$ cat config.mk
export PLATFORM = sky130hd
export DESIGN_NAME = irq_ctx_capture
export DESIGN_NICKNAME = d
export VERILOG_FILES = /design/src/rtl/irq_ctx_pkg.sv /design/src/rtl/irq_arbiter.sv /design/src/rtl/irq_vector_gen.sv /design/src/rtl/irq_ctx_route.sv /design/src/rtl/irq_ctx_capture.sv
export SDC_FILE = /design/constraint.sdc
export NUM_CORES = 1
export LEC_CHECK = 0
export ABC_AREA = 1
export BUFFER_PORTS_ARGS = -buffer_cell sky130_fd_sc_hd__buf_2
export CORE_ASPECT_RATIO = 1.1
export CORE_UTILIZATION = 55
export DETAILED_ROUTE_END_ITERATION = 6
export PLACE_DENSITY = 0.88
export SYNTH_ARGS = -nofsm -noshare
export SYNTH_HDL_FRONTEND = slang
export SYNTH_SLANG_ARGS = --single-unit
$ cat constraint.sdc
create_clock -name clk -period 21.8 [get_ports clk]
set_input_delay 4.36 -clock clk [delete_from_list [all_inputs] [get_ports clk]]
set_output_delay 4.36 -clock clk [all_outputs]
set_load 0.01 [all_outputs]
$ cat src/rtl/irq_ctx_pkg.sv
package irq_ctx_pkg;
   localparam int DATA_W  = 8;
   localparam int TYPE_W  = 3;
   localparam int LVL_W   = 4;
   localparam int ADDR_W  = 3;

   typedef enum logic [TYPE_W-1:0] {
      IT_NONE  = 3'd0,
      IT_RX    = 3'd1,
      IT_TX    = 3'd2,
      IT_LINE  = 3'd3,
      IT_MODEM = 3'd4
   } irq_type_e;

   typedef enum logic [1:0] {
      VM_FIXED  = 2'd0,
      VM_PROG   = 2'd1,
      VM_TYPE   = 2'd2,
      VM_TYPECH = 2'd3
   } vec_mode_e;

   localparam logic [ADDR_W-1:0] A_MODE  = 3'd0;
   localparam logic [ADDR_W-1:0] A_VEC   = 3'd1;
   localparam logic [ADDR_W-1:0] A_THR   = 3'd2;
   localparam logic [ADDR_W-1:0] A_CTX   = 3'd3;
   localparam logic [ADDR_W-1:0] A_GCNT  = 3'd4;
   localparam logic [ADDR_W-1:0] A_GFIFO = 3'd5;

   typedef struct packed {
      logic                 ch;
      logic [TYPE_W-1:0]    typ;
      logic [LVL_W-1:0]     lvl;
   } ctx_t;
endpackage

$ cat src/rtl/irq_arbiter.sv
module irq_arbiter
   import irq_ctx_pkg::*;
#(
   parameter int NUM_CH    = 2,
   parameter int NUM_TYPES = 4
) (
   input  logic [NUM_CH*NUM_TYPES-1:0]       pend,
   input  logic [NUM_CH*NUM_TYPES*LVL_W-1:0] lvl,
   input  logic [LVL_W-1:0]                  thresh,
   output ctx_t                              win
);
   localparam int NSRC = NUM_CH * NUM_TYPES;

   logic [LVL_W-1:0]  best_lvl;
   logic              best_ch;
   logic [TYPE_W-1:0] best_typ;
   logic              found;

   always_comb begin
      best_lvl = thresh;
      best_ch  = 1'b0;
      best_typ = '0;
      found    = 1'b0;
      for (int s = 0; s < NSRC; s++) begin
         if (pend[s] && (lvl[s*LVL_W +: LVL_W] > best_lvl)) begin
            found    = 1'b1;
            best_lvl = lvl[s*LVL_W +: LVL_W];
            best_ch  = (s >= NUM_TYPES);
            best_typ = TYPE_W'((s % NUM_TYPES) + 1);
         end
      end
      if (found) begin
         win = '{ch: best_ch, typ: best_typ, lvl: best_lvl};
      end else begin
         win = '0;
      end
   end
endmodule

$ cat src/rtl/irq_vector_gen.sv
module irq_vector_gen
   import irq_ctx_pkg::*;
#(
   parameter logic [DATA_W-1:0] FIXED_VEC = 8'h0F,
   parameter bit                ALLOW_MOD = 1'b1
) (
   input  logic [1:0]        mode,
   input  logic [DATA_W-1:0] prog_vec,
   input  logic              ctx_ch,
   input  logic [TYPE_W-1:0] ctx_typ,
   output logic [DATA_W-1:0] vec
);
   generate
      if (ALLOW_MOD) begin : g_mod
         always_comb begin
            unique case (vec_mode_e'(mode))
               VM_FIXED:  vec = FIXED_VEC;
               VM_PROG:   vec = prog_vec;
               VM_TYPE:   vec = {prog_vec[DATA_W-1:TYPE_W], ctx_typ};
               VM_TYPECH: vec = {prog_vec[DATA_W-1:TYPE_W+1], ctx_ch, ctx_typ};
               default:   vec = FIXED_VEC;
            endcase
         end
      end else begin : g_plain
         logic unused_ctx;
         assign unused_ctx = ctx_ch ^ (^ctx_typ);
         assign vec = (mode == 2'd0) ? FIXED_VEC : prog_vec;
      end
   endgenerate
endmodule

$ cat src/rtl/irq_ctx_route.sv
module irq_ctx_route
   import irq_ctx_pkg::*;
#(
   parameter int NUM_CH = 2,
   parameter int CNT_W  = 8
) (
   input  logic                     ctx_ch,
   input  logic [TYPE_W-1:0]        ctx_typ,
   input  logic [NUM_CH*CNT_W-1:0]  rx_cnt,
   input  logic [NUM_CH*CNT_W-1:0]  tx_cnt,
   input  logic [NUM_CH*DATA_W-1:0] rx_data,
   input  logic                     rd_fifo,
   input  logic                     wr_fifo,
   input  logic [DATA_W-1:0]        wdata,
   output logic [DATA_W-1:0]        gcnt,
   output logic [DATA_W-1:0]        gdata,
   output logic [NUM_CH-1:0]        rx_pop,
   output logic [NUM_CH-1:0]        tx_push,
   output logic [DATA_W-1:0]        tx_wdata
);
   logic live;
   assign live = (ctx_typ != IT_NONE);

   always_comb begin
      gcnt = '0;
      unique case (irq_type_e'(ctx_typ))
         IT_RX:   gcnt = DATA_W'(rx_cnt[ctx_ch*CNT_W +: CNT_W]);
         IT_TX:   gcnt = DATA_W'(tx_cnt[ctx_ch*CNT_W +: CNT_W]);
         default: gcnt = '0;
      endcase
   end

   assign gdata    = live ? rx_data[ctx_ch*DATA_W +: DATA_W] : '0;
   assign tx_wdata = wdata;

   for (genvar c = 0; c < NUM_CH; c++) begin : g_ch
      logic hit;
      assign hit        = live && (int'(ctx_ch) == c);
      assign rx_pop[c]  = rd_fifo && hit;
      assign tx_push[c] = wr_fifo && hit;
   end
endmodule

$ cat src/rtl/irq_ctx_capture.sv
module irq_ctx_capture
   import irq_ctx_pkg::*;
#(
   parameter int                NUM_CH    = 2,
   parameter int                CNT_W     = 8,
   parameter logic [DATA_W-1:0] FIXED_VEC = 8'h0F,
   parameter bit                ALLOW_MOD = 1'b1
) (
   input  logic                         clk,
   input  logic                         rst_n,
   input  logic                         iack,
   input  logic                         bus_sel,
   input  logic                         bus_wr,
   input  logic [ADDR_W-1:0]            bus_addr,
   input  logic [DATA_W-1:0]            bus_wdata,
   output logic [DATA_W-1:0]            bus_rdata,
   input  logic [NUM_CH*4-1:0]          src_pend,
   input  logic [NUM_CH*4*LVL_W-1:0]    src_prio,
   input  logic [NUM_CH*CNT_W-1:0]      rx_cnt,
   input  logic [NUM_CH*CNT_W-1:0]      tx_cnt,
   input  logic [NUM_CH*DATA_W-1:0]     rx_data,
   output logic [NUM_CH-1:0]            rx_pop,
   output logic [NUM_CH-1:0]            tx_push,
   output logic [DATA_W-1:0]            tx_wdata
);
   localparam int NUM_TYPES = 4;

   if (NUM_CH < 1 || NUM_CH > 2) begin : g_bad_ch
      $error("irq_ctx_capture: NUM_CH must be 1 or 2");
   end
   if (CNT_W < 1 || CNT_W > DATA_W) begin : g_bad_cnt
      $error("irq_ctx_capture: CNT_W must be 1..DATA_W");
   end

   logic [1:0]        vmode_q;
   logic [DATA_W-1:0] ivec_q;
   logic [LVL_W-1:0]  thr_q;
   ctx_t              cir_q;
   logic              iack_q;

   ctx_t              win;
   logic              wr_acc, rd_acc, upd, cap;
   logic [DATA_W-1:0] vec, gcnt, gdata;

   assign wr_acc = bus_sel && bus_wr;
   assign rd_acc = bus_sel && !bus_wr && !iack;
   assign upd    = wr_acc && (bus_addr == A_CTX);
   assign cap    = (iack && !iack_q) || upd;

   irq_arbiter #(.NUM_CH(NUM_CH), .NUM_TYPES(NUM_TYPES)) u_arb (
      .pend   (src_pend),
      .lvl    (src_prio),
      .thresh (thr_q),
      .win    (win)
   );

   always_ff @(posedge clk or negedge rst_n) begin
      if (!rst_n) begin
         vmode_q <= '0;
         ivec_q  <= '0;
         thr_q   <= '0;
         cir_q   <= '0;
         iack_q  <= 1'b0;
      end else begin
         iack_q <= iack;
         if (cap) cir_q <= win;
         if (wr_acc && bus_addr == A_MODE) vmode_q <= bus_wdata[1:0];
         if (wr_acc && bus_addr == A_VEC)  ivec_q  <= bus_wdata;
         if (wr_acc && bus_addr == A_THR)  thr_q   <= bus_wdata[LVL_W-1:0];
      end
   end

   irq_vector_gen #(.FIXED_VEC(FIXED_VEC), .ALLOW_MOD(ALLOW_MOD)) u_vec (
      .mode     (vmode_q),
      .prog_vec (ivec_q),
      .ctx_ch   (cir_q.ch),
      .ctx_typ  (cir_q.typ),
      .vec      (vec)
   );

   irq_ctx_route #(.NUM_CH(NUM_CH), .CNT_W(CNT_W)) u_route (
      .ctx_ch   (cir_q.ch),
      .ctx_typ  (cir_q.typ),
      .rx_cnt   (rx_cnt),
      .tx_cnt   (tx_cnt),
      .rx_data  (rx_data),
      .rd_fifo  (rd_acc && bus_addr == A_GFIFO),
      .wr_fifo  (wr_acc && bus_addr == A_GFIFO),
      .wdata    (bus_wdata),
      .gcnt     (gcnt),
      .gdata    (gdata),
      .rx_pop   (rx_pop),
      .tx_push  (tx_push),
      .tx_wdata (tx_wdata)
   );

   always_comb begin
      bus_rdata = '0;
      if (iack) begin
         bus_rdata = vec;
      end else if (rd_acc) begin
         unique case (bus_addr)
            A_MODE:  bus_rdata = {{(DATA_W-2){1'b0}}, vmode_q};
            A_VEC:   bus_rdata = ivec_q;
            A_THR:   bus_rdata = {{(DATA_W-LVL_W){1'b0}}, thr_q};
            A_CTX:   bus_rdata = cir_q;
            A_GCNT:  bus_rdata = gcnt;
            A_GFIFO: bus_rdata = gdata;
            default: bus_rdata = '0;
         endcase
      end
   end
endmodule

==> results of run 1 <==
[cells in the final DEF, fill, tap and decap left out, drive strengths merged, types with 6 or more instances in the layout]
cell type  synthesis  layout
nand2            137     137
o21ai             53      53
o22ai              8       8
ha                27      27
inv               75      75
nand4              6       6
a21oi              7       7
buf                9     123
a22oi             10      10
o21bai            10      10
dfrtp             23      23
nor2              52      52
nand3             41      41
[worst max-delay path, delay by kind of cell]
kind	cells	cell delay [ns]
adder cells (fa/ha/maj)	8	2.56
buffers and inverters	10	0.77
AO/OA/AOI/OAI	13	1.90
AND/OR/NAND/NOR	39	4.04
[flip-flops by register name, indices dropped and copies added, names as in the netlist]
| register | cells |
|---|---|
| vmode_q | 2 |
| cir_q | 8 |
| thr_q | 4 |
| ivec_q | 8 |
| iack_q | 1 |
[cell families (layout without fill, tap and decap cells)]
kind of cell / after synthesis / in the layout / synth area share
and+or+nand+nor: 248 / 248 / 0.3889
AOI/OAI and AO/OA: 108 / 108 / 0.2074
buffers and inverters: 92 / 204 / 0.1162
adders and majority gates: 27 / 27 / 0.1025
DFF: 23 / 23 / 0.1747
muxes: 3 / 3 / 0.01025
[path summary, 6_finish.rpt]
| kind | cells past startpoint | end |
|---|---|---|
| hold reg to reg | 2 | ivec_q[3]$_DFFE_PN0P_ |
| hold / removal | 2 | ivec_q[3]$_DFFE_PN0P_ |
| setup reg to reg | 70 | cir_q[1]$_DFFE_PN0P_ |
| min in group asynchronous | 1 | vmode_q[0]$_DFFE_PN0P_ |
| setup / recovery | 70 | cir_q[1]$_DFFE_PN0P_ |
| max in group asynchronous | 1 | ivec_q[4]$_DFFE_PN0P_ |
[area by class of cell]
cell class / instances / area share
multi-input cells: 386 / 0.5901
repair buffers: 123 / 0.1555
flip-flops and latches: 23 / 0.1454
inverters: 77 / 0.07301
well taps: 77 / 0.02434
clock buffers: 3 / 0.01043
clock inverters: 1 / 0.001264
[layer usage]
layer,up-vias,part of all wire
met5,-,0
met4,0,0.029
met3,26,0.056
li1,1900,-
met1,1700,0.41
met2,144,0.50
[through the flow]
step,hold slack (ns),instance area (sq um)
final,0.4955,3959
after global routing,0.5389,3959
after CTS,0.4948,3959
after detailed placement,0.4746,3913
after global placement,0.4735,3913
after floorplan,0.4492,3294
[power groups by stage]
stage / clock network [uW] / logic (uW) / registers (uW)
2_1_floorplan: 0 / 254 / 63.6
3_3_place_gp: 0 / 302 / 69.2
3_5_place_dp: 0 / 314 / 69.8
4_1_cts: 26.8 / 316 / 69.0
5_1_grt: 28.8 / 365 / 71.0
6_report: 26.3 / 317 / 69.7
==> flow_metrics.py, run 1 <==
metrics = {
    "placement": {
        "port_buffers": 123,
        "dp_slack_ns": 8.167,
        "gp_congestion": 0.8876,
        "dp_hpwl_microns": 7532,
        "dp.cells": 686,
    },
    "die": {
        "die_area_sq_um": 6303,
        "die_h_microns": 83.17,
        "die_w_microns": 75.79,
        "start_util": 0.5710,
        "rows": 29,
        "ios": 124,
        "core_sq_um": 5769,
    },
    "sta": {
        "worst_slack_ns": 8.343,
        "setup_viol": 0,
        "max_slew_margin": 0.3616,
        "layout_worst_path_cycle_share": 0.6173,
        "hold_viol": 0,
        "setup-tns-final_ns": 0,
        "clock_skew_ns": 0.004903,
        "worstMarginPinSlew_ns": 0.9556,
        "rsz0062_at_grt": "false",
        "maxSlewViolCount": 0,
        "fmax_mhz": 74.31,
        "post-route-min-period_ns": 13.46,
    },
    "final_layout": {
        "stdcell_count": 690,
        "drive_above_1_share": 0.3002,
        "utilization": 0.6862,
        "regArea_sq_um": 575.6,
        "multi_input_area_sq_um": 2336,
        "final_net_count": 745,
        "diodes": 0,
        "area_delta_synth_final_pct": 20.17,
        "fill_cells": 524,
    },
    "power": {
        "seqPwrFrac": 0.169,
        "swShare": 0.5459,
        "total_leakage_power_uw": 0.002213,
        "p_per_area_nw_per_um2": 104.2,
        "p_sw_uw": 225.2,
        "peakVddDrop_uv": 83.64,
        "power_frac_comb": 0.767,
        "cellInternalPower_uw": 187.3,
        "finalPower_uw": 412.5,
        "clkPwrFrac": 0.064,
    },
    "critical_path": {
        "cp.required_ns": 21.95,
        "slowest_stage": "ha_1",
        "crit_path_start": "src_prio[3]",
        "cp_data_arrival_time_ns": 13.61,
        "path_max_fanout": 11,
        "path_class": "in2reg",
        "timing.rr.start": "thr_q[2]$_DFFE_PN0P_",
        "startpoint_type": "primary input",
        "crit_path_max_incr_delay_ns": 0.37,
        "rrSetupSlack_ns": 12.07,
        "end_kind": "register",
        "cp_common_cell": "nand2_1",
    },
    "clocking": {
        "cts_setup_buffers": 0,
        "h-tree-depth": 1,
        "cts_resized": 0,
        "cts_tree": "built",
        "cts.sinks": 23,
        "cts_inserted_buffers": 3,
        "clock_latency_ns": 0.27,
        "root_buffer": "clkbuf_8",
        "path_clk_slew_ns": 0.08,
        "postCtsHoldBufs": 0,
        "cts_buffer_depth": 2,
    },
    "detailed_routing": {
        "viasPerCell": 5.464,
        "dr_total_vias": 3770,
        "postRouteAntennaNets": 0,
        "initialDrtViolationCount": 179,
        "dr.pass1.iters": 4,
        "wl_per_cell_microns": 12.77,
        "wl_microns": 8808,
        "drc_errors": 0,
    },
    "synth": {
        "synth_top_area_frac": 0.1747,
        "yosys-top-cells-area": "dfrtp_1, nand2_1, ha_1",
        "synthMostInstantiatedCell": "nand2_1",
        "ys_types": 40,
        "syn_nets": 632,
        "yosysTopAreaCell": "dfrtp_1",
        "synth_edf_count": 0,
        "synth-seq-cells": 23,
        "yosysSeqAreaShare": 0.1747,
        "synthArstFlopShare": 1.000,
        "yosysWarningCount": 0,
        "syn_area_sq_um": 3294,
        "synth_common_cells": "nand2_1, inv_1, o21ai_0, nor2_1, nand3_1",
        "syn_avg_cell_area_sq_um": 6.576,
        "syn_inst": 501,
        "ys_dominant_reg_cell": "dfrtp_1",
    },
    "grt": {
        "grt_max_degree": 24,
        "grt_pass1_vias": 3528,
        "busiest_layer": "met2",
        "grtUsageMet3": 0.04369,
        "met1_usage": 0.3321,
        "antenna_found_initial": 0,
        "grt_pass1_wl_microns": 14630,
        "gr-total-overflow": 0,
        "use_met2": 0.5117,
        "grt_usage": 0.2932,
    },
    "worst_hold_path": {
        "min_path_type": "reg2reg",
        "min-delay-start": "ivec_q[3]$_DFFE_PN0P_",
    },
    "outcome": {
        "status": "finished, final reports clean",
    },
    "job": {
        "cap_violations": 0,
    },
}
No activity file was read; power rests on OpenSTA's default activity.
==> inputs of run 2 (changes only) <==
CORE_UTILIZATION = 51   (was 55)
PLACE_DENSITY = 0.83   (was 0.88)
clock period = 13.9 ns   (was 21.8 ns; I/O delays follow)
==> run 2 against run 1 <==
  * Via count shrank 0.64%
  * Wire length grew 4.6%
  * Global-route usage fell by 1.6 points
  * Die area is 7.6% higher
  * Clock skew increased by 0.0011 ns
  * Critical path type unchanged
  * Highest routed layer unchanged
==> flow_metrics.py, run 2 (synthesized netlist as in run 1, its figures left out) <==
metrics = {
    "critical_path": {
        "cp_common_cell": "nand2_1",
        "end_kind": "register",
        "cp_data_arrival_time_ns": 12.17,
        "cp.required_ns": 14.06,
        "slowest_stage": "o21ai_0",
        "crit_path_max_incr_delay_ns": 0.42,
        "crit_path_start": "src_prio[3]",
        "path_class": "in2reg",
        "timing.rr.start": "thr_q[2]$_DFFE_PN0P_",
        "startpoint_type": "primary input",
        "rr_worst_depth": 69,
        "path_max_fanout": 11,
    },
    "final_layout": {
        "mostFrequentLayoutCells": "buf_2, nand2_1, inv_1",
        "utilization": 0.6396,
        "top_regs": "cir_q: 8 flops, ivec_q: 8 flops, thr_q: 4 flops",
        "area_delta_synth_final_pct": 20.24,
        "fill_cells": 603,
        "final_net_count": 745,
        "final_common_cell": "buf_2",
        "diodes": 0,
        "drive_above_1_share": 0.2985,
    },
    "placement": {
        "dp_slack_ns": 1.796,
        "dp_hpwl_microns": 7857,
        "port_buffers": 123,
        "gp_congestion": 0.8603,
    },
    "die": {
        "core_sq_um": 6193,
        "rows": 30,
        "die_h_microns": 86.30,
        "ios": 124,
        "start_util": 0.5319,
        "die_w_microns": 78.63,
        "die_area_sq_um": 6785,
    },
    "power": {
        "total_leakage_power_uw": 0.002210,
        "finalPower_uw": 653.5,
        "p_per_area_nw_per_um2": 165.0,
        "peakVddDrop_uv": 109.0,
    },
    "clocking": {
        "postCtsHoldBufs": 0,
        "cts_tree": "built",
        "h-tree-depth": 1,
        "root_buffer": "clkbuf_8",
        "cts_inserted_buffers": 3,
        "cts_resized": 0,
        "cts_buffer_depth": 2,
        "path_clk_slew_ns": 0.07,
        "cts.sinks": 23,
        "cts_setup_buffers": 0,
        "clock_latency_ns": 0.27,
    },
    "detailed_routing": {
        "wl_per_cell_microns": 13.30,
        "initialDrtViolationCount": 176,
        "wl_microns": 9217,
        "postRouteAntennaNets": 0,
        "drc_errors": 0,
        "viasPerCell": 5.405,
        "dr.pass1.iters": 4,
        "dr_total_vias": 3746,
    },
    "sta": {
        "worstMarginPinSlew_ns": 0.9788,
        "fmax_mhz": 83.25,
        "post-route-min-period_ns": 12.01,
        "clock_skew_ns": 0.005964,
        "setup_viol": 0,
        "hold_viol": 0,
        "maxSlewViolCount": 0,
        "max_slew_margin": 0.3461,
        "layout_worst_path_cycle_share": 0.8642,
        "setup-tns-final_ns": 0,
        "worst_slack_ns": 1.888,
        "rsz0062_at_grt": "false",
    },
    "grt": {
        "grt_pass1_wl_microns": 15230,
        "antenna_found_initial": 0,
        "grt_pass1_vias": 3652,
        "grt_max_degree": 24,
        "grt_usage": 0.2767,
        "gr-total-overflow": 0,
    },
    "job": {
        "cap_violations": 0,
    },
    "worst_hold_path": {
        "min-delay-start": "cir_q[0]$_DFFE_PN0P_",
        "min_path_type": "reg2reg",
        "min_path_cells": 2,
    },
    "outcome": {
        "status": "finished, final reports clean",
    },
}
==> run 2: cell count changes in the layout (fill, tap and decap cells not counted) <==
cell	change
clkbuf_1	+1
clkinv_2	-1
==> run 2: area by class of cell <==
class / count / area (sq um) / share of cell area
multi-input combinational: 386 / 2336 / 0.5897
inverter: 77 / 289.0 / 0.07296
timing repair buffer: 123 / 615.6 / 0.1554
tap: 80 / 100.1 / 0.02527
clock buffer: 4 / 45.04 / 0.01137
sequential: 23 / 575.6 / 0.1453
==> run 2: power by group <==
part / internal (uW) / leakage [uW] / switching, uW / total, uW
clock: 20.5 / 0.0000228 / 19.7 / 40.2
combinational: 188 / 0.00190 / 318 / 506
sequential: 86.7 / 0.000283 / 20.6 / 107
==> run 2: worst max-delay path, delay by kind of cell <==
kind | cells | cell delay [ns]
AO/OA/AOI/OAI | 13 | 2.16
adder cells (fa/ha/maj) | 8 | 2.46
buffers and inverters | 10 | 0.79
AND/OR/NAND/NOR | 38 | 3.94
==> run 2: worst paths after layout <==
check                                        endpoint  slack, ns
worst max-delay path             cir_q[3]$_DFFE_PN0P_       1.89
worst min-delay path             cir_q[0]$_DFFE_PN0P_       0.49
worst max register to register   cir_q[3]$_DFFE_PN0P_       4.04
worst min register to register   cir_q[0]$_DFFE_PN0P_       0.49
max in group asynchronous       ivec_q[4]$_DFFE_PN0P_      11.12
min in group asynchronous       ivec_q[3]$_DFFE_PN0P_       2.46
==> run 2: through the flow <==
| step | instance area, sq um | hold slack, ns | std cells |
|---|---|---|---|
| CTS | 3961 | 0.4858 | 693 |
| finish | 3961 | 0.4883 | 693 |
| detailed placement | 3916 | 0.4666 | 689 |
| global placement | 3916 | 0.4670 | 689 |
| floorplan | 3294 | 0.4492 | 501 |
| global route | 3961 | 0.5179 | 693 |
==> run 2: metal layers <==
layer / share of wire / track usage / routed length [microns] / up-vias
met1: 0.40 / 0.2913 / 3645 / 1683
li1: - / - / - / 1895
met5: 0 / 0 / 0 / -
met2: 0.52 / 0.5502 / 4824 / 147
met3: 0.060 / 0.02842 / 549 / 21
met4: 0.021 / 0.1145 / 197 / 0
